**src/rtl/gpio_port_pkg.sv**
```systemverilog
package gpio_port_pkg;

  localparam int DATA_W = 32;

  // word index inside one pin window
  localparam logic [2:0] WIN_SETUP = 3'd0;
  localparam logic [2:0] WIN_DBNC  = 3'd1;
  localparam logic [2:0] WIN_LEVEL = 3'd2;
  localparam logic [2:0] WIN_FLOAT = 3'd3;
  localparam logic [2:0] WIN_DRIVE = 3'd4;
  localparam logic [2:0] WIN_ACK   = 3'd5;

  typedef enum logic [1:0] {
    TRIG_OFF   = 2'd0,
    TRIG_LEVEL = 2'd1,
    TRIG_EDGE  = 2'd2,
    TRIG_BOTH  = 2'd3
  } trig_e;

  typedef struct packed {
    logic  irq_en;
    logic  pol;
    trig_e kind;
    logic  dir_out;
    logic  en;
  } pin_setup_t;

  function automatic pin_setup_t setup_from_word(input logic [DATA_W-1:0] w);
    pin_setup_t s;
    s.en      = w[0];
    s.dir_out = w[1];
    s.kind    = trig_e'(w[3:2]);
    s.pol     = w[4];
    s.irq_en  = w[6];
    return s;
  endfunction

  function automatic logic [DATA_W-1:0] setup_to_word(input pin_setup_t s);
    logic [DATA_W-1:0] w;
    w = '0;
    w[0]   = s.en;
    w[1]   = s.dir_out;
    w[3:2] = s.kind;
    w[4]   = s.pol;
    w[6]   = s.irq_en;
    return w;
  endfunction

  function automatic logic level_active(input pin_setup_t s, input logic lvl);
    return s.en && (s.kind == TRIG_LEVEL) && (lvl == s.pol);
  endfunction

  function automatic logic edge_seen(input pin_setup_t s, input logic rise,
                                     input logic fall);
    logic hit;
    case (s.kind)
      TRIG_EDGE: hit = s.pol ? rise : fall;
      TRIG_BOTH: hit = rise | fall;
      default:   hit = 1'b0;
    endcase
    return s.en && hit;
  endfunction

endpackage

```
**src/rtl/gpio_in_filter.sv**
```systemverilog
module gpio_in_filter #(
  parameter int CNT_W = 8
) (
  input  logic             clk,
  input  logic             rst_n,
  input  logic             pad_i,
  input  logic [CNT_W-1:0] thresh,
  output logic             sync_o,
  output logic             filt_o
);
  logic             meta_q, sync_q, filt_q;
  logic [CNT_W-1:0] cnt_q;
  logic [CNT_W:0]   cnt_next;

  assign cnt_next = {1'b0, cnt_q} + 1'b1;

  always_ff @(posedge clk or negedge rst_n) begin
    if (!rst_n) begin
      meta_q <= 1'b0;
      sync_q <= 1'b0;
      filt_q <= 1'b0;
      cnt_q  <= '0;
    end else begin
      meta_q <= pad_i;
      sync_q <= meta_q;
      if (sync_q == filt_q) begin
        cnt_q <= '0;
      end else if ((thresh == '0) || (cnt_next >= {1'b0, thresh})) begin
        filt_q <= sync_q;
        cnt_q  <= '0;
      end else begin
        cnt_q <= cnt_next[CNT_W-1:0];
      end
    end
  end

  assign sync_o = sync_q;
  assign filt_o = filt_q;
endmodule

```
**src/rtl/gpio_trig_unit.sv**
```systemverilog
module gpio_trig_unit
  import gpio_port_pkg::*;
(
  input  logic       clk,
  input  logic       rst_n,
  input  pin_setup_t setup,
  input  logic       lvl,
  input  logic       ack,
  output logic       pend_o,
  output logic       lvl_hit_o,
  output logic       edge_hit_o
);
  logic prev_q, pend_q;
  logic rise, fall;

  assign rise       = lvl & ~prev_q;
  assign fall       = ~lvl & prev_q;
  assign edge_hit_o = edge_seen(setup, rise, fall);
  assign lvl_hit_o  = level_active(setup, lvl);

  always_ff @(posedge clk or negedge rst_n) begin
    if (!rst_n) begin
      prev_q <= 1'b0;
      pend_q <= 1'b0;
    end else begin
      prev_q <= lvl;
      pend_q <= (pend_q & ~ack) | edge_hit_o | lvl_hit_o;
    end
  end

  assign pend_o = pend_q;
endmodule

```
**src/rtl/gpio_port_ctl.sv**
```systemverilog
module gpio_port_ctl
  import gpio_port_pkg::*;
#(
  parameter int NUM_PINS = 8,
  parameter int ADDR_W   = 9,
  parameter int DBNC_W   = 8
) (
  input  logic                clk,
  input  logic                rst_n,
  input  logic                bus_we,
  input  logic [ADDR_W-1:0]   bus_addr,
  input  logic [DATA_W-1:0]   bus_wdata,
  output logic [DATA_W-1:0]   bus_rdata,
  input  logic [NUM_PINS-1:0] pad_in,
  output logic [NUM_PINS-1:0] pad_out,
  output logic [NUM_PINS-1:0] pad_oe,
  output logic                irq
);
  localparam int WIN_LSB = 5;
  localparam int PIN_W   = 3;
  localparam logic [ADDR_W-1:0] STATUS_ADDR = ADDR_W'(9'h104);

  logic               in_windows;
  logic [PIN_W-1:0]   pin_sel;
  logic [2:0]         word_sel;

  assign in_windows = (bus_addr[ADDR_W-1:WIN_LSB+PIN_W] == '0);
  assign pin_sel    = bus_addr[WIN_LSB+PIN_W-1:WIN_LSB];
  assign word_sel   = bus_addr[WIN_LSB-1:2];

  pin_setup_t        setup_q [NUM_PINS];
  logic [DBNC_W-1:0] dbnc_q  [NUM_PINS];
  logic              float_q [NUM_PINS];
  logic              drive_q [NUM_PINS];

  // named per-pin events for the checker
  logic [NUM_PINS-1:0] pend_vec, en_vec, ie_vec, trig_nz_vec;
  logic [NUM_PINS-1:0] filt_vec, sync_vec, lvl_hit_vec, edge_hit_vec, ack_vec;

  for (genvar i = 0; i < NUM_PINS; i++) begin : g_pin
    logic hit;
    assign hit = bus_we && in_windows && (pin_sel == PIN_W'(i));

    always_ff @(posedge clk or negedge rst_n) begin
      if (!rst_n) begin
        setup_q[i] <= '0;
        dbnc_q[i]  <= '0;
        float_q[i] <= 1'b0;
        drive_q[i] <= 1'b0;
      end else if (hit) begin
        case (word_sel)
          WIN_SETUP: setup_q[i] <= setup_from_word(bus_wdata);
          WIN_DBNC:  dbnc_q[i]  <= bus_wdata[DBNC_W-1:0];
          WIN_FLOAT: float_q[i] <= bus_wdata[0];
          WIN_DRIVE: drive_q[i] <= bus_wdata[0];
          default: ;
        endcase
      end
    end

    assign ack_vec[i] = hit && (word_sel == WIN_ACK) && bus_wdata[0];

    gpio_in_filter #(.CNT_W(DBNC_W)) u_filt (
      .clk    (clk),
      .rst_n  (rst_n),
      .pad_i  (pad_in[i]),
      .thresh (dbnc_q[i]),
      .sync_o (sync_vec[i]),
      .filt_o (filt_vec[i])
    );

    gpio_trig_unit u_trig (
      .clk        (clk),
      .rst_n      (rst_n),
      .setup      (setup_q[i]),
      .lvl        (filt_vec[i]),
      .ack        (ack_vec[i]),
      .pend_o     (pend_vec[i]),
      .lvl_hit_o  (lvl_hit_vec[i]),
      .edge_hit_o (edge_hit_vec[i])
    );

    assign en_vec[i]      = setup_q[i].en;
    assign ie_vec[i]      = setup_q[i].irq_en;
    assign trig_nz_vec[i] = (setup_q[i].kind != TRIG_OFF);
    assign pad_oe[i]      = setup_q[i].en & setup_q[i].dir_out & ~float_q[i];
    assign pad_out[i]     = drive_q[i];
  end

  assign irq = |(pend_vec & ie_vec & en_vec);

  always_comb begin
    bus_rdata = '0;
    if (bus_addr == STATUS_ADDR) begin
      bus_rdata[NUM_PINS-1:0] = pend_vec;
    end else if (in_windows) begin
      for (int p = 0; p < NUM_PINS; p++) begin
        if (pin_sel == PIN_W'(p)) begin
          case (word_sel)
            WIN_SETUP: bus_rdata = setup_to_word(setup_q[p]);
            WIN_DBNC:  bus_rdata[DBNC_W-1:0] = dbnc_q[p];
            WIN_LEVEL: bus_rdata[0] = filt_vec[p];
            WIN_FLOAT: bus_rdata[0] = float_q[p];
            WIN_DRIVE: bus_rdata[0] = drive_q[p];
            default: ;
          endcase
        end
      end
    end
  end
endmodule

```
**config.mk**
```make
export PLATFORM = sky130hd
export DESIGN_NAME = gpio_port_ctl
export DESIGN_NICKNAME = d
export VERILOG_FILES = /design/src/rtl/gpio_port_pkg.sv /design/src/rtl/gpio_in_filter.sv /design/src/rtl/gpio_trig_unit.sv /design/src/rtl/gpio_port_ctl.sv
export SDC_FILE = /design/constraint.sdc
export NUM_CORES = 1
export LEC_CHECK = 0
export BUFFER_PORTS_ARGS = -buffer_cell sky130_fd_sc_hd__buf_4
export CORE_UTILIZATION = 30
export CTS_CLUSTER_DIAMETER = 50
export DETAILED_ROUTE_END_ITERATION = 8
export PLACE_DENSITY = 0.53
export RECOVER_POWER = 100
export SYNTH_ARGS = -nofsm -noshare
export SYNTH_HDL_FRONTEND = slang
export SYNTH_SLANG_ARGS = --single-unit
```
**constraint.sdc**
```tcl
create_clock -name clk -period 4.3 [get_ports clk]
set_input_delay 1.29 -clock clk [delete_from_list [all_inputs] [get_ports clk]]
set_output_delay 1.29 -clock clk [all_outputs]
set_load 0.1 [all_outputs]
```
==> results.md, run 1 <==
- The static power due to leakage is 7.686 nW.
- The final worst-path cycle share is 1.025.
- Entering global routing, the biggest net connects 84 pins.
- In this run the deepest clock path goes through 3 buffers.
- The primary flip-flop cell chosen by synthesis mapping is dfrtp_1.
- The global router's overall resource usage is 0.1759.
- The TritonCTS clock tree is done.
- The number of hold-slack violations in the final timing report is 0.
- The instance area at placement is 14990 sq um.
- The post-detailed-route via-to-cell ratio is 5.019.
- The number of clock buffers inserted by TritonCTS is 35.
- The share of synthesized registers carrying an async set or reset is 1.000.
- The cell count after synthesis came out at 1226.
- The number of maximum-capacitance violations is 1.
- At the worst endpoint, the required time is around 3000 ps.
- The startpoint type of the worst setup path is an input port.
- During I/O placement, the number of pins put on the boundary was 101.
- The setup slack of the critical path after layout is -107.1 ps.
- The die width is approximately 210 um.
- The sum of negative setup slack is -614.9 ps.
- The post-synthesis instance area is 13290 sq um.
- The maximum clock rate is 226.9 MHz.
- The count of cells in the finished layout, fillers not included, comes to 1981.
- The via total after detailed routing is approximately 10000.
- The largest fanout of any net on the critical path is 8.
- The number of hold-repair buffers added at the cts stage is 0.
- The filler cells instantiated in the layout total 4403.
- The worst setup path category is in -> out.
- In this run the critical register-to-register path is launched from g_pin[5].u_filt.cnt_q[0]$_DFF_PN0_.
- Setup violations remaining at the end of the flow were counted as 7.
- The checks that failed: max-capacitance violations, max-slew violations, negative setup slack.
- The detailed-route DRC error count is 0.
- Setup repair after global routing could not meet its margin everywhere.
- The worst hold path passes through 0 cells.
- The buffers plus inverters on the worst setup path is 3.
- The count of nets left with antenna violations once routing finished came out at 0.
- The clock reaches the later pin of the worst-skew pair after around 530 ps.
- The repair_antennas step left the layout with diodes totalling 0.
- The worst setup path is captured at a primary output.
- The first TritonRoute pass finished after 7 iterations.
- The clock root buffer master is clkbuf_16.
- Including well taps, the total number of placed cells is roughly 1900.
- The first global-routing pass estimated 60130 um of wire.
- The initial antenna violation count came to 4.
- After clock tree synthesis, the clock-pin slew on the worst setup and hold paths is around 50 ps.
- Once detailed placement completed, the half-perimeter wirelength came to 28370 um.
- Dividing total power by cell area gives a power density of 431.0 nW/um^2.
- The path with the worst hold slack has its endpoint at g_pin[2].u_filt.sync_o$_DFF_PN0_.
- The critical path goes through buf_12 > or4b_4 > nor3_4 > buf_6 > a22oi_1 > nand4_1 > a22oi_2 > o21ai_4 > buf_12.
- The number of global-route vias before repair is around 10000.
- For this run, the number of Yosys warnings is 0.
- Among all stages on the critical path, the largest delay is contributed by or4b_4.
- Across the routed clock network, the largest skew measured is between 15 and 20 ps.
- The shortest clock period the worst path allows after layout is roughly 4400 ps.
- The total number of clock tree sinks is 232.
- The max-slew headroom at the worst pin is -0.4404.
- The startpoint of the tightest hold check path is g_pin[2].u_filt.meta_q$_DFF_PN0_.
- The number of pins with negative max-slew slack in the final report is 84.
- The flow ran to the end, but the final reports show violations.
- The overflow left after global routing is 0.
- Leaving out fill and tap cells, the most frequent cell in the layout is dfrtp_1.
- After floorplanning, the core was sized to cover approximately 43000 sq um.
- The completed layout was analyzed and its total power is 7.099 mW.
- The detailed-route wire length is 38400 um.
- The transition time at the pin with the least slew margin is 2161 ps.
- The post-layout net count is 1511.
- For this configuration, the core starts out at a cell density of 0.3065.
- The die covers 45140 sq um.
- The type of the tightest min-delay check is reg -> reg.
- Summing all non-filler instances in the final layout gives an area of 16470 sq um.
- The placer's final routability congestion estimate is between 0.9 and 1.
- Dividing the detail-routed wire length by the instance count gives 19.39 um.
- Of the synthesized area, sequential elements account for 0.4369.
- The total of flip-flops plus latches after synthesis is 232.
- Among cell families on the critical path, the largest total delay comes from simple AND/OR/NAND/NOR gates.
- The number of cells on the worst reg-to-reg path is 9.
- The endpoint of the lowest-slack register-to-register path is g_pin[5].u_filt.filt_o$_DFFE_PN0P_.
- The minimum setup slack among reg-to-reg paths is approximately 1500 ps.
- The total number of placement rows is 76.
- In the final layout, the share of cells above drive strength 1 is 0.2729.
- Input and output buffers added on the ports amount to 52.
- The average size of a mapped cell is approximately 11 sq um.
- The maximum level of the CTS H-tree is 2.
- The distinct cell type count after synthesis is 67.
- The number of flops mapped to enable cells by yosys is 0.
- The worst path arrival time is 3120 ps.
- The die outline height is about 210 um.
- After the first detailed-routing iteration, the DRC count stood at 615.
- For this run, the slowest stage of the critical path takes 590 ps.
- The area added between synthesis and finish is 23.93%.
- The most common cell type on the critical path is buf_12.
- In the layout the commonest cells are dfrtp_1, mux2_2, nand2_1.
- The worst-case IR drop observed on VDD is 0.0002546 V.
final cells by class:
cell class,instances,area (sq um),share of cell area
clock inverters,20,261.5,0.01588
multi-input cells,880,7143,0.4337
flip-flops and latches,232,5806,0.3525
well taps,585,732.0,0.04444
repair buffers,142,1275,0.07741
clock buffers,42,952.2,0.05781
inverters,80,300.3,0.01823
worst register-to-register path, cell delays in order (launching register included):
cell,delay (ps)
dfrtp_1,420
ha_1,220
nand3_1,130
nor2_1,200
xor2_1,220
ha_1,270
and3_1,170
a221oi_1,380
a21boi_1,300
o311ai_0,400
metal layers:
metal	wire length (um)	track usage
met1	17910	0.2379
met2	17770	0.2821
met3	1756	0.03279
met4	969	0.05780
met5	0	0
what timing repair did:
action	CTS	global route
setup buffers	3	4
gates cloned	0	0
resized for setup	51	23
pin swaps	18	14
endpoints found under the setup margin	8	8
cell usage after synthesis, types with 7 or more instances:
| library cell | instances | area [sq um] |
|---|---|---|
| a21boi_1 | 7 | 52.55 |
| a21o_1 | 16 | 120.1 |
| a21oi_1 | 31 | 155.2 |
| a221oi_1 | 11 | 96.34 |
| a22o_1 | 8 | 70.07 |
| a22oi_1 | 9 | 67.56 |
| and3_1 | 28 | 175.2 |
| and3b_1 | 9 | 78.83 |
| buf_2 | 12 | 60.06 |
| buf_4 | 29 | 217.7 |
| clkbuf_1 | 12 | 45.04 |
| dfrtp_1 | 232 | 5806 |
| ha_1 | 88 | 1101 |
| inv_1 | 80 | 300.3 |
| mux2_2 | 125 | 1408 |
| mux2i_1 | 19 | 190.2 |
| mux4_2 | 10 | 225.2 |
| nand2_1 | 113 | 424.2 |
| nand2b_1 | 13 | 81.33 |
| nand3_1 | 41 | 205.2 |
| nand4_1 | 7 | 43.79 |
| nor2_1 | 34 | 127.6 |
| nor2b_1 | 19 | 118.9 |
| nor4_1 | 24 | 150.1 |
| nor4b_1 | 49 | 429.2 |
| o211ai_1 | 17 | 127.6 |
| o21ai_0 | 41 | 205.2 |
| o311ai_0 | 8 | 70.07 |
| xnor2_1 | 39 | 341.6 |
| xor2_1 | 25 | 219.0 |
registers in the layout, indices dropped and copies added, names as in the netlist:
register and flops:
g_pin.u_filt.meta_q 8, g_pin.u_filt.filt_o 8, g_pin.u_trig.pend_o 8, setup_q 32, g_pin.u_filt.cnt_q 64, ie_vec 8, float_q 8, dbnc_q 64
pad_out 8, g_pin.u_trig.prev_q 8, en_vec 8, g_pin.u_filt.sync_o 8
worst max path at each step:
stage / startpoint / end / slack (ps) / depth (start not counted)
finish: bus_addr[4] / bus_rdata[1] / -110 / 9
global route: bus_addr[4] / bus_rdata[3] / -170 / 9
CTS: bus_addr[5] / bus_rdata[3] / -130 / 9
detailed placement: bus_addr[3] / bus_rdata[1] / -340 / 10
global placement: bus_addr[3] / bus_rdata[1] / -360 / 10
floorplan: bus_addr[2] / bus_rdata[7] / -340 / 7
kinds of logic after synthesis:
family          synth area share
mux                       0.1372
other cells            0.0002822
flops                     0.4369
fa+ha+maj                0.08286
buf+inv                  0.04858
xor+xnor                 0.04218
simple gates              0.1581
compound gates           0.09396
power breakdown:
group / total (mW) / switching (mW) / internal [mW]
Combinational: 1.45 / 0.895 / 0.556
Sequential: 2.69 / 0.288 / 2.41
Clock: 2.95 / 1.06 / 1.89
Total: 7.10 / 2.24 / 4.85
through the flow:
step	hold WS (ps)	utilization	worst slack, ps
2_1_floorplan	331.2	-	-339.7
3_3_place_gp	332.8	0.3458	-360.3
3_5_place_dp	334.7	0.3458	-341.6
4_1_cts	340.1	0.3791	-130.3
5_1_grt	351.9	0.3798	-173.3
6_report	342.7	0.3798	-107.1
Power figures use the tool's default switching activity.
==> run 2, diff against run 1 <==
- REMOVE_ABC_BUFFERS: not set -> 1
==> run 2 against run 1 <==
The flow still finishes with violations (max-capacitance violations, max-slew violations, negative setup slack). Setup slack got worse by 160 ps. Fmax fell by 3.5%. Sequential share of layout area fell by 0.19 points. Design area rose by 0.55%. Via count rose by 2.1%. Sequential power barely moved. Die area did not move. Final cell count rose by 0.71%. Worst hold slack improved by 4.8 ps. Critical path type unchanged. Largest cell class unchanged. Largest power group unchanged.
==> results.md, run 2 (synthesis gave the netlist of run 1 again) <==
- The post-detailed-route via-to-cell ratio was 5.086 (+1.3%).
- The number of maximum-capacitance violations is 1 (unchanged).
- The number of ports placed on the die boundary is 101 (unchanged).
- The static power due to leakage came to 7.711 nW (+0.33%).
- The worst vdd rail ir drop was 0.0002013 V (-21%).
- The via total after detailed routing came to 10150 (+2.1%).
- The proportion of power drawn by combinational gates is 0.204 (about the same).
- The min-delay analysis places its worst path in the category reg -> reg.
- The final worst-path cycle share is 1.062 (+0.03696).
- The post-layout net count is 1523 (+0.79%).
- The signal on the critical path passes through buf_12 > or3b_4 > nor4b_4 > buf_4 > a22oi_2 > nand3_4 > a221oi_2 > o31ai_2 > buf_6.
- The portion of total power attributed to the clock network is 0.423 (+0.007).
- The maximum level of the CTS H-tree came to 2 (unchanged).
- The fraction of power spent switching nets is 0.3108 (-0.005330).
- The largest fanout of any net on the critical path was 6 (-2).
- The cell area power density is 436.2 nW/um^2 (+1.2%).
- The detailed-route wire length is 39500 um (+2.9%).
- The family with the most delay on the worst path is simple AND/OR/NAND/NOR gates.
- The clock slew at the register clock pins of the worst setup and hold paths is 50 ps (about the same).
- The run finished, with violations left.
- The global router's overall resource usage came to 0.1805 (+0.004541).
- The placer's final routability congestion estimate is 0.9799 (+5.4%).
- The max-slew headroom at the worst pin is -0.2466 (+0.1937).
- STA classifies the critical path startpoint as an input port.
- The internal power came to 4.978 mW (+2.5%).
- The clock root buffer master is clkbuf_16.
- The number of pins with negative max-slew slack in the final report is 35 (-58%).
- The total number of clock tree sinks is 232 (unchanged).
- The buffers plus inverters on the worst setup path was 3 (unchanged).
- The number of iterations in the first detailed-routing pass came to 5 (-2).
- The total design power is 7.224 mW (+1.8%).
- The remaining antenna violation count after routing was 0 (unchanged).
- The die outline height came to 212.5 um (unchanged).
- Setup repair after global routing could not meet its margin everywhere.
- The kind of end point of the critical path is a primary output.
- The ratio of cells with drive above 1 in the final layout is 0.2718 (-0.001099).
- The setup path with the least slack is of type in -> out.
- The clock latency on the worst-skew pair is 520 ps (about the same).
- The maximum cell stage delay along the critical path is 420 ps (-170 ps).
- In the layout the commonest cells are dfrtp_1, mux2_2, nand2_1.
- The number of hold-slack violations in the final timing report is 0 (unchanged).
- The final setup skew was 13.02 ps (-2.510 ps).
- The end-of-flow core utilization came to 0.3819 (+0.002077).
- The sum of negative setup slack was -1542 ps (-927.1 ps).
- The transition time at the pin with the least slew margin is 1870 ps (-290.6 ps).
- The final routed wire length divided by cell count came to 19.80 um (+2.1%).
- The number of clock buffers inserted by TritonCTS is 35 (unchanged).
- The net load switching power came to 2.245 mW (about the same).
- The core box area is 43360 sq um (unchanged).
- The die width came to 212.5 um (unchanged).
- The number of inserted filler cells in the final layout is 4360 (-0.98%).
- The setup slack after placement is -642.7 ps (-301.1 ps).
- In the final layout, the registers with the most flip-flops are dbnc_q x64, g_pin.u_filt.cnt_q x64, setup_q x32.
- The maximum buffer depth of the clock tree is 3 (unchanged).
- The sequential share of power was 0.373 (-0.007).
- The overflow left after global routing is 0 (unchanged).
- The initial DRC count came to 747 (+21%).
- The maximum clock rate is 219.0 MHz (-3.5%).
- Relative to the synthesized area, the layout overhead comes to 24.61%.
- The largest individual stage delay along the critical path comes from the cell or3b_4.
- The checks that failed: max-capacitance violations, max-slew violations, negative setup slack.
- The worst path arrival time is 3280 ps (+160 ps).
- The final non-filler cell total is 1995 (+0.71%).
- The area enclosed by the die boundary is 45140 sq um (unchanged).
- The initial core utilization is 0.3065 (unchanged).
- The detailed-route DRC error count is 0 (unchanged).
- The initial antenna violation count is 2 (-2).
- The final setup violation count is 8 (+1).
- The pin count of the biggest net entering global routing is 107 (+27%).
- The leading cell type in the layout, fill and taps excluded is dfrtp_1.
- The half-perimeter wire length after placement came to 28760 um (+1.4%).
- The setup slack of the critical path after layout is -266.1 ps (-158.9 ps).
- The shortest clock period the worst path allows after layout is 4566 ps (+158.9 ps).
- The total number of placement rows is 76 (unchanged).
- The first-pass GRT wire length is 61660 um (+2.5%).
- The TritonCTS clock tree is done.
- The number of port buffers was 52 (unchanged).
- The number of global-route vias before repair came to 10380 (+0.47%).
- The number of placed instances, taps included came to 1921 (+0.37%).
- The data required time of the critical path is 3010 ps (about the same).
## run 2: cell count changes in the layout (fill, tap and decap cells not counted), sizes merged
| cell | change |
|---|---|
| clkinv | -1 |
| clkbuf | +21 |
| clkinvlp | -2 |
| buf | -3 |
| bufbuf | +1 |
| inv | -3 |
| diode | +1 |
## run 2: worst reg2reg max path, cell delays in order, from the launching register on
cell,delay [ps]
dfrtp_1,410
ha_1,220
nand3_1,140
nor2_1,210
xor2_1,230
ha_1,280
and3_1,160
a221oi_1,380
a21boi_1,310
o311ai_0,460
## run 2: repair_timing
item,CTS,global route
setup buffers,8,5
hold buffers,0,0
endpoints found under the setup margin,8,8
gates cloned,1,0
pin swaps,19,18
resized for setup,64,31
hold endpoints to repair,0,0
## run 2: final timing paths
kind / start / to / slack (ps) / cells past startpoint
worst min-delay path: g_pin[2].u_filt.meta_q$_DFF_PN0_ / g_pin[2].u_filt.sync_o$_DFF_PN0_ / 350 / 0
worst max register to register: g_pin[5].u_filt.cnt_q[0]$_DFF_PN0_ / g_pin[5].u_filt.filt_o$_DFFE_PN0P_ / 1380 / 9
worst max-delay path: bus_addr[3] / bus_rdata[7] / -270 / 9
worst min register to register: g_pin[2].u_filt.meta_q$_DFF_PN0_ / g_pin[2].u_filt.sync_o$_DFF_PN0_ / 350 / 0
max in group asynchronous: rst_n / g_pin[3].u_filt.cnt_q[7]$_DFF_PN0_ / 560 / 2
min in group asynchronous: rst_n / g_pin[2].u_filt.cnt_q[4]$_DFF_PN0_ / 1290 / 1
## run 2: power by group through the flow
stage / clock [mW] / combinational [mW] / sequential (mW)
4_1_cts: 3.14 / 1.48 / 2.70
2_1_floorplan: 0 / 0.936 / 2.66
6_report: 3.06 / 1.47 / 2.70
3_5_place_dp: 0 / 1.43 / 2.73
5_1_grt: 3.22 / 1.63 / 2.73
3_3_place_gp: 0 / 1.41 / 2.73
## run 2: area by class of cell
| cell class | count | area [sq um] | area share |
|---|---|---|---|
| flip-flops and latches | 232 | 5806 | 0.3506 |
| inverters | 80 | 300.3 | 0.01813 |
| clock buffers | 49 | 1051 | 0.06347 |
| repair buffers | 154 | 1335 | 0.08062 |
| clock inverters | 14 | 219.0 | 0.01322 |
| diodes | 1 | 2.502 | 0.0001511 |
| well taps | 585 | 732.0 | 0.04420 |
| multi-input cells | 880 | 7114 | 0.4296 |
## run 2: metal layers
| layer | global-route usage | part of all wire |
|---|---|---|
| met1 | 0.2530 | 0.47 |
| met2 | 0.2888 | 0.46 |
| met3 | 0.02954 | 0.048 |
| met4 | 0.04366 | 0.017 |
| met5 | 0 | 0 |
## run 2: per-stage QoR
step,instance area [sq um],hold slack (ps)
floorplan,13030,331.2
global placement,14930,337.2
detailed placement,14930,336.4
CTS,16540,348.6
global route,16560,354.4
finish,16560,347.6
==> run 3, diff against run 2 <==
- SETUP_SLACK_MARGIN: not set -> 0.02
==> run 3 against run 2 <==
The run still ends with max-capacitance violations, max-slew violations, negative setup slack left. Global-route usage did not move. Critical path type unchanged. Fmax grew 0.16%. Design area unchanged.
==> results.md, run 3 (synthesis gave the netlist of run 1 again) <==
- The run finished, with violations left.
- The checks that failed: max-capacitance violations, max-slew violations, negative setup slack.
- In the final layout, the registers with the most flip-flops are dbnc_q x64, g_pin.u_filt.cnt_q x64, setup_q x32.
- The core box area is 43360 sq um (unchanged).
- The number of maximum-capacitance violations is 1 (unchanged).
- The TritonCTS clock tree is done.
- The worst path arrival time is 3270 ps (about the same).
- The fraction of met1 tracks used by global routing came to 0.2530 (unchanged).
- The area added between synthesis and finish is 24.61% (unchanged).
- The internal power is 4.978 mW (about the same).
- The library cell used most frequently in the layout, excluding fill and tap cells, is dfrtp_1.
- The routing usage on met2 is 0.2888 (unchanged).
- The largest fanout of any net on the critical path is 9 (+3).
- The portion of total power attributed to the clock network is 0.423 (about the same).
- The cell area power density was 436.4 nW/um^2 (about the same).
- The final setup skew is 11.01 ps (-2.009 ps).
- The total design power came to 7.226 mW (about the same).
- The maximum level of the CTS H-tree is 2 (unchanged).
- The detailed-route wire length was 39560 um (+0.14%).
- The transition time at the pin with the least slew margin came to 1869 ps (-0.6661 ps).
- The worst vdd rail ir drop was 0.0002015 V (about the same).
- Leaving out fill and tap cells, the most frequent cells in the layout are dfrtp_1, mux2_2, nand2_1.
- The final worst-path cycle share is 1.060 (-0.001701).
- The number of inserted filler cells in the final layout is 4360 (unchanged).
- The number of pins with negative max-slew slack in the final report came to 59 (+69%).
- The clock latency on the worst-skew pair came to 520 ps (about the same).
- The fraction of power spent switching nets is 0.3111 (about the same).
- The initial DRC count came to 757 (+1.3%).
- The shortest clock period the worst path allows after layout is 4559 ps (-7.314 ps).
- The number of ports placed on the die boundary is 101 (unchanged).
- The clock root buffer master is clkbuf_16.
- The final setup violation count is 8 (unchanged).
- The met3 track demand over resource is 0.02954 (unchanged).
- The global router's overall resource usage came to 0.1805 (unchanged).
- The total number of clock tree sinks is 232 (unchanged).
- The via total after detailed routing is 10100 (-0.46%).
- The kind of end point of the critical path is a primary output.
- The proportion of power drawn by combinational gates is 0.203 (about the same).
- The sequential share of power is 0.373 (about the same).
- The die width is 212.5 um (unchanged).
- The first-pass GRT wire length came to 61660 um (unchanged).
- The static power due to leakage is 7.711 nW (unchanged).
- The maximum buffer depth of the clock tree is 3 (unchanged).
- The post-detailed-route via-to-cell ratio is 5.063 (-0.46%).
- The remaining antenna violation count after routing is 0 (unchanged).
- The max-slew headroom at the worst pin was -0.2462 (+0.0004440).
- The post-layout net count was 1523 (unchanged).
- The initial antenna violation count came to 2 (unchanged).
- The area enclosed by the die boundary is 45140 sq um (unchanged).
- The setup slack of the critical path after layout was -258.7 ps (+7.314 ps).
- The clock slew at the register clock pins of the worst setup and hold paths came to 50 ps (about the same).
- The number of port buffers is 52 (unchanged).
- The number of hold-slack violations in the final timing report was 0 (unchanged).
- The placer's final routability congestion estimate is 0.9799 (unchanged).
- The number of clock buffers inserted by TritonCTS came to 35 (unchanged).
- The overflow left after global routing was 0 (unchanged).
- The net load switching power is 2.248 mW (+0.11%).
- The maximum clock rate is 219.4 MHz (+0.16%).
- The minimum setup slack among reg-to-reg paths is 1390 ps (about the same).
- Setup repair after global routing could not meet its margin everywhere.
- The total number of placement rows is 76 (unchanged).
- The final routed wire length divided by cell count is 19.83 um (+0.14%).
- The number of iterations in the first detailed-routing pass is 5 (unchanged).
- The global-route layer with the greatest usage is met2.
- The pin count of the biggest net entering global routing came to 107 (unchanged).
- The die outline height is 212.5 um (unchanged).
- The initial core utilization is 0.3065 (unchanged).
- The number of hold-repair buffers added at the cts stage is 0 (unchanged).
- The detailed-route DRC error count is 0 (unchanged).
- The half-perimeter wire length after placement was 28760 um (unchanged).
- The type of the tightest min-delay check is reg -> reg.
- The end-of-flow core utilization is 0.3819 (unchanged).
- The ratio of cells with drive above 1 in the final layout is 0.2718 (unchanged).
- The startpoint type of the worst setup path is an input port.
- The worst setup path is of the in -> out kind.
- The data required time of the critical path is 3010 ps (about the same).
- The number of global-route vias before repair is 10380 (unchanged).
run 3: cell counts in the layout (fill, tap and decap cells not counted):
No cell type changed its count.
run 3: path summary, 6_finish.rpt:
check	startpoint	endpoint	depth (start not counted)
setup / recovery	bus_addr[4]	bus_rdata[7]	9
hold / removal	g_pin[2].u_filt.meta_q$_DFF_PN0_	g_pin[2].u_filt.sync_o$_DFF_PN0_	0
setup reg to reg	g_pin[5].u_filt.cnt_q[0]$_DFF_PN0_	g_pin[5].u_filt.filt_o$_DFFE_PN0P_	9
hold reg to reg	g_pin[2].u_filt.meta_q$_DFF_PN0_	g_pin[2].u_filt.sync_o$_DFF_PN0_	0
max in group asynchronous	rst_n	en_vec[1]$_DFFE_PN0P_	2
min in group asynchronous	rst_n	g_pin[2].u_filt.cnt_q[4]$_DFF_PN0_	1
run 3: per-stage QoR:
step / std cells / hold slack, ps / worst slack, ps / cell area, sq um / setup TNS [ps]
finish: 1995 / 347.6 / -258.7 / 16560 / -1507
floorplan: 1192 / 331.2 / -1537 / 13030 / -6966
global placement: 1921 / 337.2 / -625.7 / 14930 / -3101
detailed placement: 1921 / 336.4 / -642.7 / 14930 / -3022
CTS: 1992 / 348.6 / -230.1 / 16540 / -1346
global route: 1994 / 354.4 / -297.6 / 16560 / -18100
run 3: worst max-delay path: stages:
cell and delay [ps]:
buf_12 120, or3b_4 410, nor4b_4 340, buf_4 210
a22oi_2 90, nand3_4 120, a221oi_2 80, o31ai_2 310
buf_6 280
run 3: power groups by stage:
stage                     clock, mW  sequential (mW)  combinational (mW)
after floorplan                   0             2.66               0.936
after global placement            0             2.73                1.41
after detailed placement          0             2.73                1.43
after CTS                      3.14             2.70                1.48
after global routing           3.22             2.73                1.63
final                          3.06             2.70                1.47
run 3: per-layer routing:
layer	part of all wire	up-vias
met1	0.47	5116
met5	0	-
met2	0.46	198
li1	-	4739
met3	0.050	47
met4	0.017	0
run 3: layout make-up:
type                       count  area [sq um]  area share
multi-input combinational    880          7114      0.4296
sequential                   232          5806      0.3506
timing repair buffer         154          1335     0.08062
clock buffer                  49          1051     0.06347
tap                          585         732.0     0.04420
inverter                      80         300.3     0.01813
clock inverter                14         219.0     0.01322
antenna                        1         2.502   0.0001511
run 3: repair_timing:
item / in CTS / in global routing
pin swaps: 19 / 18
cloned: 1 / 0
gates resized for setup: 64 / 31
endpoints found under the setup margin: 8 / 8
buffers inserted: 8 / 5
endpoints found under the hold margin: 0 / 0
